===== src/rtl/spi_slv_pkg.sv =====
package spi_slv_pkg;
  // serial pin bundle as seen by the synchroniser
  typedef struct packed {
    logic ss;
    logic sclk;
    logic mosi;
  } spi_pins_t;

  localparam spi_pins_t PINS_IDLE = '{ss: 1'b1, sclk: 1'b0, mosi: 1'b0};
endpackage


===== src/rtl/spi_slv_sync.sv =====
module spi_slv_sync #(
  parameter int                WIDTH   = 3,
  parameter int                STAGES  = 2,
  parameter logic [WIDTH-1:0]  RST_VAL = '0
) (
  input  logic             clk,
  input  logic             rst,
  input  logic [WIDTH-1:0] d,
  output logic [WIDTH-1:0] q
);
  logic [WIDTH-1:0] stg [STAGES];

  for (genvar i = 0; i < STAGES; i++) begin : g_stage
    if (i == 0) begin : g_first
      always_ff @(posedge clk) begin
        if (rst) stg[0] <= RST_VAL;
        else     stg[0] <= d;
      end
    end else begin : g_next
      always_ff @(posedge clk) begin
        if (rst) stg[i] <= RST_VAL;
        else     stg[i] <= stg[i-1];
      end
    end
  end

  assign q = stg[STAGES-1];
endmodule


===== src/rtl/spi_slv_edge.sv =====
module spi_slv_edge (
  input  logic clk,
  input  logic rst,
  input  logic cpol,
  input  logic sclk_s,
  input  logic ss_s,
  output logic lead,
  output logic trail,
  output logic ss_fall
);
  logic sclk_q, ss_q;

  always_ff @(posedge clk) begin
    if (rst) begin
      sclk_q <= 1'b0;
      ss_q   <= 1'b1;
    end else begin
      sclk_q <= sclk_s;
      ss_q   <= ss_s;
    end
  end

  // leading edge leaves the idle level, trailing edge returns to it
  assign lead    = (sclk_q == cpol) && (sclk_s != cpol);
  assign trail   = (sclk_q != cpol) && (sclk_s == cpol);
  assign ss_fall = ss_q && !ss_s;

  AST_EDGE_EXCLUSIVE: assert property (@(posedge clk) disable iff (rst)
    $onehot0({lead, trail}));
endmodule


===== src/rtl/spi_slv_shift.sv =====
module spi_slv_shift #(
  parameter int DATA_W = 8
) (
  input  logic              clk,
  input  logic              rst,
  input  logic              cpha,
  input  logic              lead,
  input  logic              trail,
  input  logic              ss_s,
  input  logic              ss_fall,
  input  logic              mosi_s,
  input  logic [DATA_W-1:0] tx_buf,
  output logic              miso,
  output logic [DATA_W-1:0] rx_data,
  output logic              rx_valid,
  output logic              busy
);
  localparam int               CNT_W = (DATA_W > 1) ? $clog2(DATA_W) : 1;
  localparam logic [CNT_W-1:0] LAST  = CNT_W'(DATA_W - 1);

  logic [DATA_W-1:0] tx_sr, rx_sr;
  logic [CNT_W-1:0]  cnt;
  logic              done;
  logic              sample_ev, shift_ev, load_ev;

  always_comb begin
    sample_ev = 1'b0;
    shift_ev  = 1'b0;
    load_ev   = 1'b0;
    if (!ss_s) begin
      if (!cpha) begin
        load_ev   = ss_fall;
        sample_ev = !ss_fall && !done && lead;
        shift_ev  = !ss_fall && !done && trail;
      end else begin
        sample_ev = trail;
        load_ev   = lead && (cnt == '0);
        shift_ev  = lead && (cnt != '0);
      end
    end
  end

  always_ff @(posedge clk) begin
    if (rst) begin
      tx_sr    <= '0;
      rx_sr    <= '0;
      cnt      <= '0;
      done     <= 1'b0;
      rx_data  <= '0;
      rx_valid <= 1'b0;
    end else begin
      rx_valid <= 1'b0;
      if (ss_s) begin
        cnt  <= '0;
        done <= 1'b0;
      end
      if (load_ev) begin
        tx_sr <= tx_buf;
        cnt   <= '0;
        done  <= 1'b0;
      end else if (shift_ev) begin
        tx_sr <= {tx_sr[DATA_W-2:0], 1'b0};
      end
      if (sample_ev) begin
        rx_sr <= {rx_sr[DATA_W-2:0], mosi_s};
        if (cnt == LAST) begin
          rx_data  <= {rx_sr[DATA_W-2:0], mosi_s};
          rx_valid <= 1'b1;
          cnt      <= '0;
          done     <= !cpha;
        end else begin
          cnt <= cnt + 1'b1;
        end
      end
    end
  end

  assign miso = tx_sr[DATA_W-1];
  assign busy = (cnt != '0);

  AST_VALID_SINGLE: assert property (@(posedge clk) disable iff (rst)
    rx_valid |=> !rx_valid);
  AST_VALID_AFTER_LAST_BIT: assert property (@(posedge clk) disable iff (rst)
    rx_valid |-> ($past(cnt) == LAST && !$past(ss_s)));
  AST_ABORT_CLEARS: assert property (@(posedge clk) disable iff (rst)
    ss_s |=> (cnt == '0 && !rx_valid));
  AST_DESELECT_FREEZES_RX: assert property (@(posedge clk) disable iff (rst)
    ss_s |=> $stable(rx_sr));
  AST_FIRST_BIT_ON_SELECT: assert property (@(posedge clk) disable iff (rst)
    (ss_fall && !ss_s && !cpha) |=> (miso == $past(tx_buf[DATA_W-1])));
  AST_MISO_HOLDS: assert property (@(posedge clk) disable iff (rst)
    (!lead && !trail && !ss_fall) |=> $stable(miso));
endmodule


===== src/rtl/spi_slv_engine.sv =====
module spi_slv_engine #(
  parameter int DATA_W      = 8,
  parameter int SYNC_STAGES = 2
) (
  input  logic              clk,
  input  logic              rst,
  input  logic              sclk,
  input  logic              ss_n,
  input  logic              mosi,
  input  logic              cpol,
  input  logic              cpha,
  input  logic [DATA_W-1:0] tx_data,
  input  logic              tx_load,
  output logic              miso,
  output logic              miso_oe,
  output logic [DATA_W-1:0] rx_data,
  output logic              rx_valid,
  output logic              busy
);
  import spi_slv_pkg::*;

  spi_pins_t         pins_raw, pins_s;
  logic [DATA_W-1:0] tx_buf;
  logic              lead, trail, ss_fall;

  assign pins_raw = '{ss: ss_n, sclk: sclk, mosi: mosi};

  spi_slv_sync #(
    .WIDTH  ($bits(spi_pins_t)),
    .STAGES (SYNC_STAGES),
    .RST_VAL(PINS_IDLE)
  ) u_sync (
    .clk(clk), .rst(rst), .d(pins_raw), .q(pins_s)
  );

  spi_slv_edge u_edge (
    .clk(clk), .rst(rst), .cpol(cpol),
    .sclk_s(pins_s.sclk), .ss_s(pins_s.ss),
    .lead(lead), .trail(trail), .ss_fall(ss_fall)
  );

  always_ff @(posedge clk) begin
    if (rst)          tx_buf <= '0;
    else if (tx_load) tx_buf <= tx_data;
  end

  spi_slv_shift #(.DATA_W(DATA_W)) u_shift (
    .clk(clk), .rst(rst), .cpha(cpha),
    .lead(lead), .trail(trail), .ss_s(pins_s.ss), .ss_fall(ss_fall),
    .mosi_s(pins_s.mosi), .tx_buf(tx_buf),
    .miso(miso), .rx_data(rx_data), .rx_valid(rx_valid), .busy(busy)
  );

  assign miso_oe = !pins_s.ss;

  AST_OE_TRACKS_PIN: assert property (@(posedge clk) disable iff (rst)
    ($past(ss_n, 2) && $past(!rst, 2)) |-> !miso_oe);
endmodule


===== config.mk =====
export PLATFORM = sky130hd
export DESIGN_NAME = spi_slv_engine
export DESIGN_NICKNAME = d
export VERILOG_FILES = /design/src/rtl/spi_slv_pkg.sv /design/src/rtl/spi_slv_sync.sv /design/src/rtl/spi_slv_edge.sv /design/src/rtl/spi_slv_shift.sv /design/src/rtl/spi_slv_engine.sv
export SDC_FILE = /design/constraint.sdc
export NUM_CORES = 1
export LEC_CHECK = 0
export BUFFER_PORTS_ARGS = -buffer_cell sky130_fd_sc_hd__buf_2
export CORE_ASPECT_RATIO = 0.7
export CORE_MARGIN = 5
export CORE_UTILIZATION = 51
export CTS_CLUSTER_SIZE = 12
export DETAILED_ROUTE_END_ITERATION = 10
export PLACE_DENSITY = 0.87
export SYNTH_ARGS = -nofsm -noshare
export SYNTH_HDL_FRONTEND = slang
export SYNTH_SLANG_ARGS = --single-unit

===== constraint.sdc =====
create_clock -name clk -period 1.8 [get_ports clk]
set_input_delay 0.36 -clock clk [delete_from_list [all_inputs] [get_ports clk]]
set_output_delay 0.36 -clock clk [all_outputs]
set_load 0.02 [all_outputs]

Word level (Yosys, flattened, before mapping)

Memory sizes are Yosys's and may differ from the RTL's.
Index checks and enable logic that the tools add are counted.

Bits in registers: 38
Bits in latches: 0
RAM bits: 6
ROM bits: 0
Input bits: 16
Output and inout bits: 12
Word-level logic and storage cells: 59
Memories kept: 1

$add $sub $neg: 1
$mul: 0
Divide/modulo/power cells: 0
Order comparisons: 0
Eq/ne operators: 5
Shift operators: 0
Multiplexer cells: 22
Bitwise operators: 3
Reduce and logical (&&, ||, !) cells: 18

Memories:

| name       | depth | width | read ports | clocked after Yosys merged registers in | write ports | RTL line           | source |
|---|---|---|---|---|---|---|---|
| u_sync.stg | 2     | 3     | 2          | 0                                       | 2           | spi_slv_sync.sv:11 | `logic [WIDTH-1:0] stg [STAGES];` |

Operators by type and width:

| operator            | number |
|---|---|
| $mux 3              | 6 |
| $mux 8              | 2 |
| $mux 1              | 14 |
| $logic_and 1x1->1   | 8 |
| $reduce_bool 3->1   | 2 |
| $logic_not 1->1     | 4 |
| $add 3x1->3 const B | 1 |
| $eq 3x3->1 const B  | 1 |
| $logic_not 3->1     | 1 |
| $eq 1x1->1          | 2 |
| $ne 1x1->1          | 2 |
| $or 1x1->1          | 2 |
| $reduce_and 2->1    | 1 |
| $reduce_bool 2->1   | 1 |
| $reduce_or 2->1     | 1 |
| $not 1->1           | 1 |

Logic depth before layout (Yosys ltp)

Gate-level depths: netlist of run 1.

Word-level depth: 9
Mapped depth: 8

Cells and area by module

Synthesis of run 1 repeated with hierarchy kept, for this count alone.

Cells, all modules: 170
Area total of the unflattened synthesis: 1,729.2 sq um

Modules (own cells, without submodules):

| module         | times used | cells each | area each (sq um) |
|---|---|---|---|
| spi_slv_shift  | 1          | 122        | 1,172.4 |
| spi_slv_engine | 1          | 27         | 289.0 |
| spi_slv_sync   | 1          | 12         | 157.7 |
| spi_slv_edge   | 1          | 9          | 110.1 |

Worst setup path before layout of run 1

Ideal clock, no wire load.

Path kind: input -> register
From: in cpol
To: reg u_shift.tx_sr[4]
Library setup time: 0.122 ns
Data arrival time: 1.832 ns
Required time: 1.678 ns
Setup slack: -0.153 ns
Stages on the path: 5
Cell sequence: or3b_1 -> a2111o_1 -> buf_6 -> and3_1 -> o311a_1

Word-level cells in the longest chain between the ends: 6
Elaborated cells between the ends (all ways): 15
Classes of those cells: eq/ne: 4; mux: 5; reduce/logical: 6

RTL lines:

| item                                        | RTL line                                                      | source |
|---|---|---|
| from (decl)                                 | spi_slv_engine.sv:10                                          | `input logic cpol,` |
| $eq 1x1->1 (tied with other cells)          | spi_slv_edge.sv:24                                            | `assign lead = (sclk_q == cpol) && (sclk_s != cpol);` |
| $logic_and 1x1->1 (on tied branches)        | spi_slv_edge.sv:24, spi_slv_edge.sv:25                        |  |
| $logic_and 1x1->1 (on tied branches)        | spi_slv_shift.sv:37, spi_slv_shift.sv:34, spi_slv_shift.sv:38 |  |
| $mux 1                                      | spi_slv_shift.sv:31                                           | `if (!cpha) begin` |
| $mux 1                                      | spi_slv_shift.sv:30                                           | `if (!ss_s) begin` |
| $mux 8 or $reduce_bool 2->1 (tied branches) | --                                                            |  |
| to (signal assigned)                        | spi_slv_shift.sv:58                                           | `tx_sr <= tx_buf;` |
| to (signal assigned)                        | spi_slv_shift.sv:62                                           | `tx_sr <= {tx_sr[DATA_W-2:0], 1'b0};` |
| to (decl)                                   | spi_slv_shift.sv:21                                           | `logic [DATA_W-1:0] tx_sr, rx_sr;` |

Several ways; a longest one is shown, not always the timed one.
A chain may end at the register's enable or synchronous reset.

==> results of run 1 <==
final timing paths:
check / startpoint / endpoint / slack (ns) / cells past startpoint
max: u_sync.stg[1][1] / u_shift.tx_sr[3] / -0.05 / 4
min: ss_n / u_sync.stg[0][2] / 0.24 / 2
max reg2reg: u_sync.stg[1][1] / u_shift.tx_sr[3] / -0.05 / 4
min reg2reg: u_sync.stg[0][2] / u_sync.stg[1][2] / 0.42 / 1
state kept, by name (all words and copies together) (netlist names), 3 cells and up:
name             cells
tx_buf               8
u_shift.cnt          3
u_shift.rx_data      8
u_shift.rx_sr        7
u_shift.tx_sr        8
u_sync.stg           6
where the power goes:
group / switching (mW) / total, mW / internal (mW) / leakage, nW
Clock: 0.308 / 0.572 / 0.264 / 0.0410
Combinational: 0.0949 / 0.181 / 0.0863 / 0.639
Sequential: 0.0123 / 1.01 / 0.998 / 0.358
Total: 0.416 / 1.76 / 1.35 / 1.04
timing repair:
action / CTS / global route
pin swaps: 9 / 3
gates cloned: 1 / 1
setup buffers: 0 / 1
hold buffers: 0 / 0
resized for setup: 9 / 7
setup endpoints to repair: 12 / 21
stage by stage:
step / util [%] / power (mW) / setup TNS, ns
after floorplan: - / 1.141 / -0.005772
after global placement: 61.15 / 1.197 / -2.321
after detailed placement: 61.15 / 1.202 / -2.732
after CTS: 64.15 / 1.775 / -0.1797
after global routing: 64.88 / 1.835 / -0.8254
final: 64.88 / 1.763 / -0.2576
per-layer routing:
layer | part of all wire (%) | up-vias | global-route usage (%)
met5 | 0 | - | 0
met1 | 49 | 858 | 26.00
met3 | 7.3 | 14 | 4.688
met2 | 41 | 57 | 26.53
li1 | - | 902 | -
met4 | 2.5 | 0 | 8.949
synthesized netlist by cell type (2+ instances only):
cell       number  area, um^2
o311a_1         7       70.07
a21oi_1         8       40.04
a21boi_0        7       52.55
and3_2          4       30.03
o21ai_1         2       10.01
buf_6           4       45.04
o2111ai_1       7       61.31
clkbuf_1        8       30.03
nor2_1         11       41.29
nand3b_1        2       15.01
inv_1           8       30.03
nor4bb_1        2       20.02
buf_2           3       15.01
dfxtp_1        44       880.8
a211o_2         2       20.02
a31oi_1         2       12.51
a2111o_1        2       22.52
mux2i_1        19       190.2
nor2b_1         8       50.05
nand2_1        19       71.32
a211o_1         6       52.55
nand4_1         4       25.02
or2_2           2       12.51
nand3_1        10       50.05
and3_1          3       18.77
ha_1            3       37.54
worst reg2reg max path: stages (launching register included):
cell,delay (ns)
dfxtp_2,0.34
or3b_4,0.40
a2111o_1,0.53
and3_4,0.19
o311a_1,0.29
area by class of cell:
class | instances | share of cell area, %
clock inverters | 1 | 0.1967
repair buffers | 56 | 14.16
inverters | 9 | 1.327
flip-flops and latches | 44 | 34.71
clock buffers | 6 | 2.852
well taps | 52 | 2.557
multi-input cells | 149 | 44.20
kinds of logic (layout without fill, tap and decap cells):
logic type | Yosys count | in the layout | share of synthesized area [%]
buffers and inverters | 28 | 72 | 7.215
DFF | 44 | 44 | 42.33
AOI/OAI and AO/OA | 52 | 54 | 20.21
and+or+nand+nor | 73 | 73 | 19.30
muxes | 19 | 19 | 9.140
adders and majority gates | 3 | 3 | 1.804
==> summary.txt, run 1 <==
Clock network
  • H-tree Lvls: 2
  • Clock Path Buffers: 2
  • Clock Tree Root: clkbuf_8
  • Worst-path clk slew: 0.08 ns
  • CTS sink count: 44
  • Clock insertion delay at the later pin of the skew report: 0.30 ns
  • CTS tree: yes
  • Number of buffers created by CTS: 5

Synth
  • Async SR Flop Fraction: 0%
  • Count of cell types in the netlist: 48
  • Synth warn: 0
  • Main synth FF type: dfxtp_1
  • Mapped Nets: 238
  • Mean area per synthesized cell: 9.501 um^2
  • Flops & latches, synth: 44
  • Cell area after synthesis: 0.002081 mm^2
  • Syn Inst Count: 219
  • EDFF count, synth: 0
  • Sequential element share of the synthesized area: 42.33%

Place
  • IO buf count: 27
  • DPL Wire Length: 3.329 mm
  • Routability congestion estimate: 0.8911
  • Dpl ws: -0.2730 ns
  • Post-placement cell count: 307
  • Placed instance area: 0.002399 mm^2

Status
  • Failing checks: negative setup slack
  • Status: finished with violations

Finish
  • Area of the multi-input gates: 0.001125 mm^2
  • Share of cells above drive strength 1: 31.32%
  • Number of fill cells in the layout: 337
  • Non-Filler Cell Area, Final: 0.002545 mm^2
  • Final non-filler cell total: 317
  • Area delta synth->final: 22.31%
  • Most common cell after layout, fill and taps aside: dfxtp_1
  • Most frequent cells in the layout: 42 x dfxtp_1, 28 x buf_4, 27 x buf_2
  • # diodes: 0
  • Nets: 284
  • FF/Latch Area: 883.3 um^2

GRT
  • Antenna violations before repair: 0
  • Global-route wire length before repair: 8.135 mm
  • GRT Total Usage: 18.63%
  • Global route overflow: 0
  • Vias in the first global route: 1729
  • Largest net degree at the start of global routing: 25

Floorplan
  • Chip width: 86.35 um
  • Starting Density: 53.05%
  • Die area: 0.005478 mm^2
  • # IOs: 28
  • Die height: 63.44 um
  • Row count: 19
  • Core footprint: 0.003923 mm^2

Flow run
  • Number of max-cap violations: 0

Timing
  • Final period util: 103.0%
  • Final hold viol count: 0
  • FMAX: 539.5 MHz
  • Final WS setup: -0.05374 ns
  • Hold WS: 0.2418 ns
  • Final clock skew: 0.007336 ns
  • Min cycle time layout: 1.854 ns
  • Final Setup Violations: 7
  • Fin. max-slew vios: 0
  • RSZ-0062 raised after global routing: yes
  • Normalized max-slew margin: 66.27%
  • Worst Max-Slew Pin Slew: 0.5041 ns

Power and ir drop
  • Power Density: 692.8 mW/mm^2
  • Worst IR Drop VDD: 0.0005474 V
  • LEAKAGE: 1.038 nW

Worst hold path
  • Worst hold path class: in2reg

Detailed routing
  • Routed Wire Length: 4.892 mm
  • WL/cell: 15.43 um
  • Post-detailed-route count of antenna-violating nets: 0
  • Residual DRC: 0
  • Pre-Repair DR Iteration Count: 4
  • Via density: 5.776
  • Vias: 1831
  • First-iteration detailed-routing DRC count: 107

Worst setup path
  • Buf/Inv on CP: 0
  • Crit. End Element: flip-flop
  • Type of origin of the critical path: flip-flop
  • CP max-delay cell: a2111o_1
  • Critical Path RT: 1.99 ns
  • Family with the most delay on the worst path: compound AO/OA/AOI/OAI gates
  • CP max FO: 6
  • CP cell instances: or3b_4 -> a2111o_1 -> and3_4 -> o311a_1
  • CP Class: reg2reg
  • CP Data Arrival Time: 2.04 ns
  • CP max stage delay: 0.53 ns
(Power assumes the default switching activity.)
==> run 2: changes to the inputs <==
--- a/config.mk
+++ b/config.mk
@@ -11,7 +11,7 @@
 export CORE_UTILIZATION = 51
 export CTS_CLUSTER_SIZE = 12
 export DETAILED_ROUTE_END_ITERATION = 10
-export PLACE_DENSITY = 0.87
+export PLACE_DENSITY_LB_ADDON = 0.1
 export SYNTH_ARGS = -nofsm -noshare
 export SYNTH_HDL_FRONTEND = slang
 export SYNTH_SLANG_ARGS = --single-unit
==> run 2 against run 1 <==
  * The run still ends with negative setup slack left
  * First-iteration DRC count down 7.5%
  * Non-clock buffer count up 1
  * Sequential power about the same
  * Flip-flop and latch count unchanged
  * Power up 15%
  * Clock-buffer cell count up 1
  * Maximum frequency up 0.53%
  * Critical path depth up 1
  * Clock skew down 0.00075 ns
  * Critical endpoint is now u_shift.tx_sr[7]
  * Largest cell class unchanged
==> summary.txt, run 2 (synthesis results as in run 1) <==
Timing
  • Final Setup Violations: 5
  • Final hold viol count: 0
  • Normalized max-slew margin: 56.55%
  • RSZ-0062 raised after global routing: yes
  • Min cycle time layout: 1.844 ns
  • Final period util: 102.4%
  • FMAX: 542.3 MHz
  • Worst Max-Slew Pin Slew: 0.6489 ns
  • Fin. max-slew vios: 0
  • Final clock skew: 0.006583 ns
  • Final WS setup: -0.04402 ns

Worst setup path
  • Critical Path RT: 1.99 ns
  • Type of origin of the critical path: flip-flop
  • CP cell instances: buf_4 -> nand3b_1 -> a2111o_1 -> and3_4 -> o311a_1
  • CP Data Arrival Time: 2.03 ns
  • CP Class: reg2reg
  • Crit. End Element: flip-flop
  • CP max stage delay: 0.56 ns
  • CP max FO: 6
  • CP max-delay cell: a2111o_1

Power and ir drop
  • Seq pwr share: 50.0%
  • LEAKAGE: 1.086 nW
  • Pwr Total: 2.020 mW
  • Internal power: 1.574 mW
  • Power Density: 769.0 mW/mm^2
  • Clock power frac: 40.6%
  • Switching power: 445.5 uW
  • Worst IR Drop VDD: 0.0005399 V
  • Sw Ratio: 22.06%
  • Combinational fraction of design power: 9.4%

GRT
  • GRT Total Usage: 20.31%
  • Global route overflow: 0
  • Global-route wire length before repair: 8.700 mm
  • Antenna violations before repair: 0
  • Largest net degree at the start of global routing: 21
  • Vias in the first global route: 1779

Finish
  • Most common cell after layout, fill and taps aside: dfxtp_1
  • Final core occ: 66.95%
  • Number of fill cells in the layout: 311
  • Regs by FF count: tx_buf (8), u_shift.rx_data (8), u_shift.tx_sr (8)
  • # diodes: 0
  • Area delta synth->final: 26.22%
  • Nets: 285
  • Share of cells above drive strength 1: 34.46%
  • Most frequent cells in the layout: 42 x dfxtp_1, 29 x buf_4, 27 x buf_2
  • Non-Filler Cell Area, Final: 0.002626 mm^2

Status
  • Failing checks: negative setup slack
  • Status: finished with violations

Detailed routing
  • Residual DRC: 0
  • Vias: 1871
  • Pre-Repair DR Iteration Count: 4
  • Routed Wire Length: 5.400 mm
  • Post-detailed-route count of antenna-violating nets: 0
  • First-iteration detailed-routing DRC count: 99
  • WL/cell: 16.93 um
  • Via density: 5.865

Floorplan
  • Row count: 19
  • Core footprint: 0.003923 mm^2
  • Die area: 0.005478 mm^2
  • Starting Density: 53.05%
  • Chip width: 86.35 um
  • Die height: 63.44 um
  • # IOs: 28

Clock network
  • CTS sink count: 44
  • Worst-path clk slew: 0.08 ns
  • Number of buffers created by CTS: 5
  • Clock Path Buffers: 2
  • H-tree Lvls: 2
  • Hold_buf cts: 0
  • CTS tree: yes
  • Clock insertion delay at the later pin of the skew report: 0.30 ns
  • Clock Tree Root: clkbuf_8

Flow run
  • Number of max-cap violations: 0

Place
  • Routability congestion estimate: 0.8666
  • DPL Wire Length: 3.652 mm
  • Placed instance area: 0.002406 mm^2
  • Dpl ws: -0.2603 ns
  • IO buf count: 27

Worst hold path
  • Worst hold path class: in2reg
==> run 2: timing repair <==
item                                   4_1_cts  5_1_grt
resized for setup                           10       14
gates cloned                                 1        1
setup endpoints to repair                   18       24
endpoints found under the hold margin        0        0
pin swaps                                    9        6
setup buffers                                0        1
==> run 2: worst max-delay path: cells and delay by family (launching register included) <==
kind,cells,cell delay [ns]
flops,1,0.32
compound gates,2,0.85
simple gates,2,0.43
buf+inv,1,0.14
==> run 2: layout make-up <==
| class | instances | area [um^2] | share of cell area (%) |
|---|---|---|---|
| clock buffer | 7 | 96.34 | 3.668 |
| clock inverter | 1 | 30.03 | 1.143 |
| inverter | 9 | 33.78 | 1.286 |
| sequential | 44 | 883.3 | 33.64 |
| timing repair buffer | 57 | 364.1 | 13.86 |
| tap | 52 | 65.06 | 2.477 |
| multi-input combinational | 149 | 1154 | 43.93 |
==> run 2: final timing paths <==
kind / startpoint / to / slack (ns) / depth (start not counted)
setup / recovery: u_sync.stg[1][1] / u_shift.tx_sr[7] / -0.04 / 5
hold / removal: ss_n / u_sync.stg[0][2] / 0.24 / 2
setup reg to reg: u_sync.stg[1][1] / u_shift.tx_sr[7] / -0.04 / 5
hold reg to reg: u_sync.stg[0][2] / u_sync.stg[1][2] / 0.41 / 1
==> run 2: stage by stage <==
| stage | cells | hold slack, ns | setup TNS [ns] |
|---|---|---|---|
| after global placement | 308 | 0.4000 | -1.612 |
| after detailed placement | 308 | 0.3933 | -2.126 |
| after CTS | 317 | 0.2335 | -0.3278 |
| after floorplan | 219 | 0.3895 | -0.005772 |
| final | 319 | 0.2437 | -0.1459 |
| after global routing | 319 | 0.2176 | -0.5622 |
==> run 2: power groups by stage <==
stage,clock (mW),sequential (mW),combinational (mW)
after global placement,0,1.03,0.166
final,0.820,1.01,0.189
after global routing,0.894,1.01,0.203
after detailed placement,0,1.03,0.172
after CTS,0.835,1.01,0.178
after floorplan,0,1.03,0.112
==> run 2: routing by layer <==
layer  track usage [%]  part of all wire [%]  wire length, um
met3             4.688                   7.4              401
met1             28.31                    48             2569
met2             29.77                    43             2313
met5                 0                     0                0
met4             8.755                   2.1              116
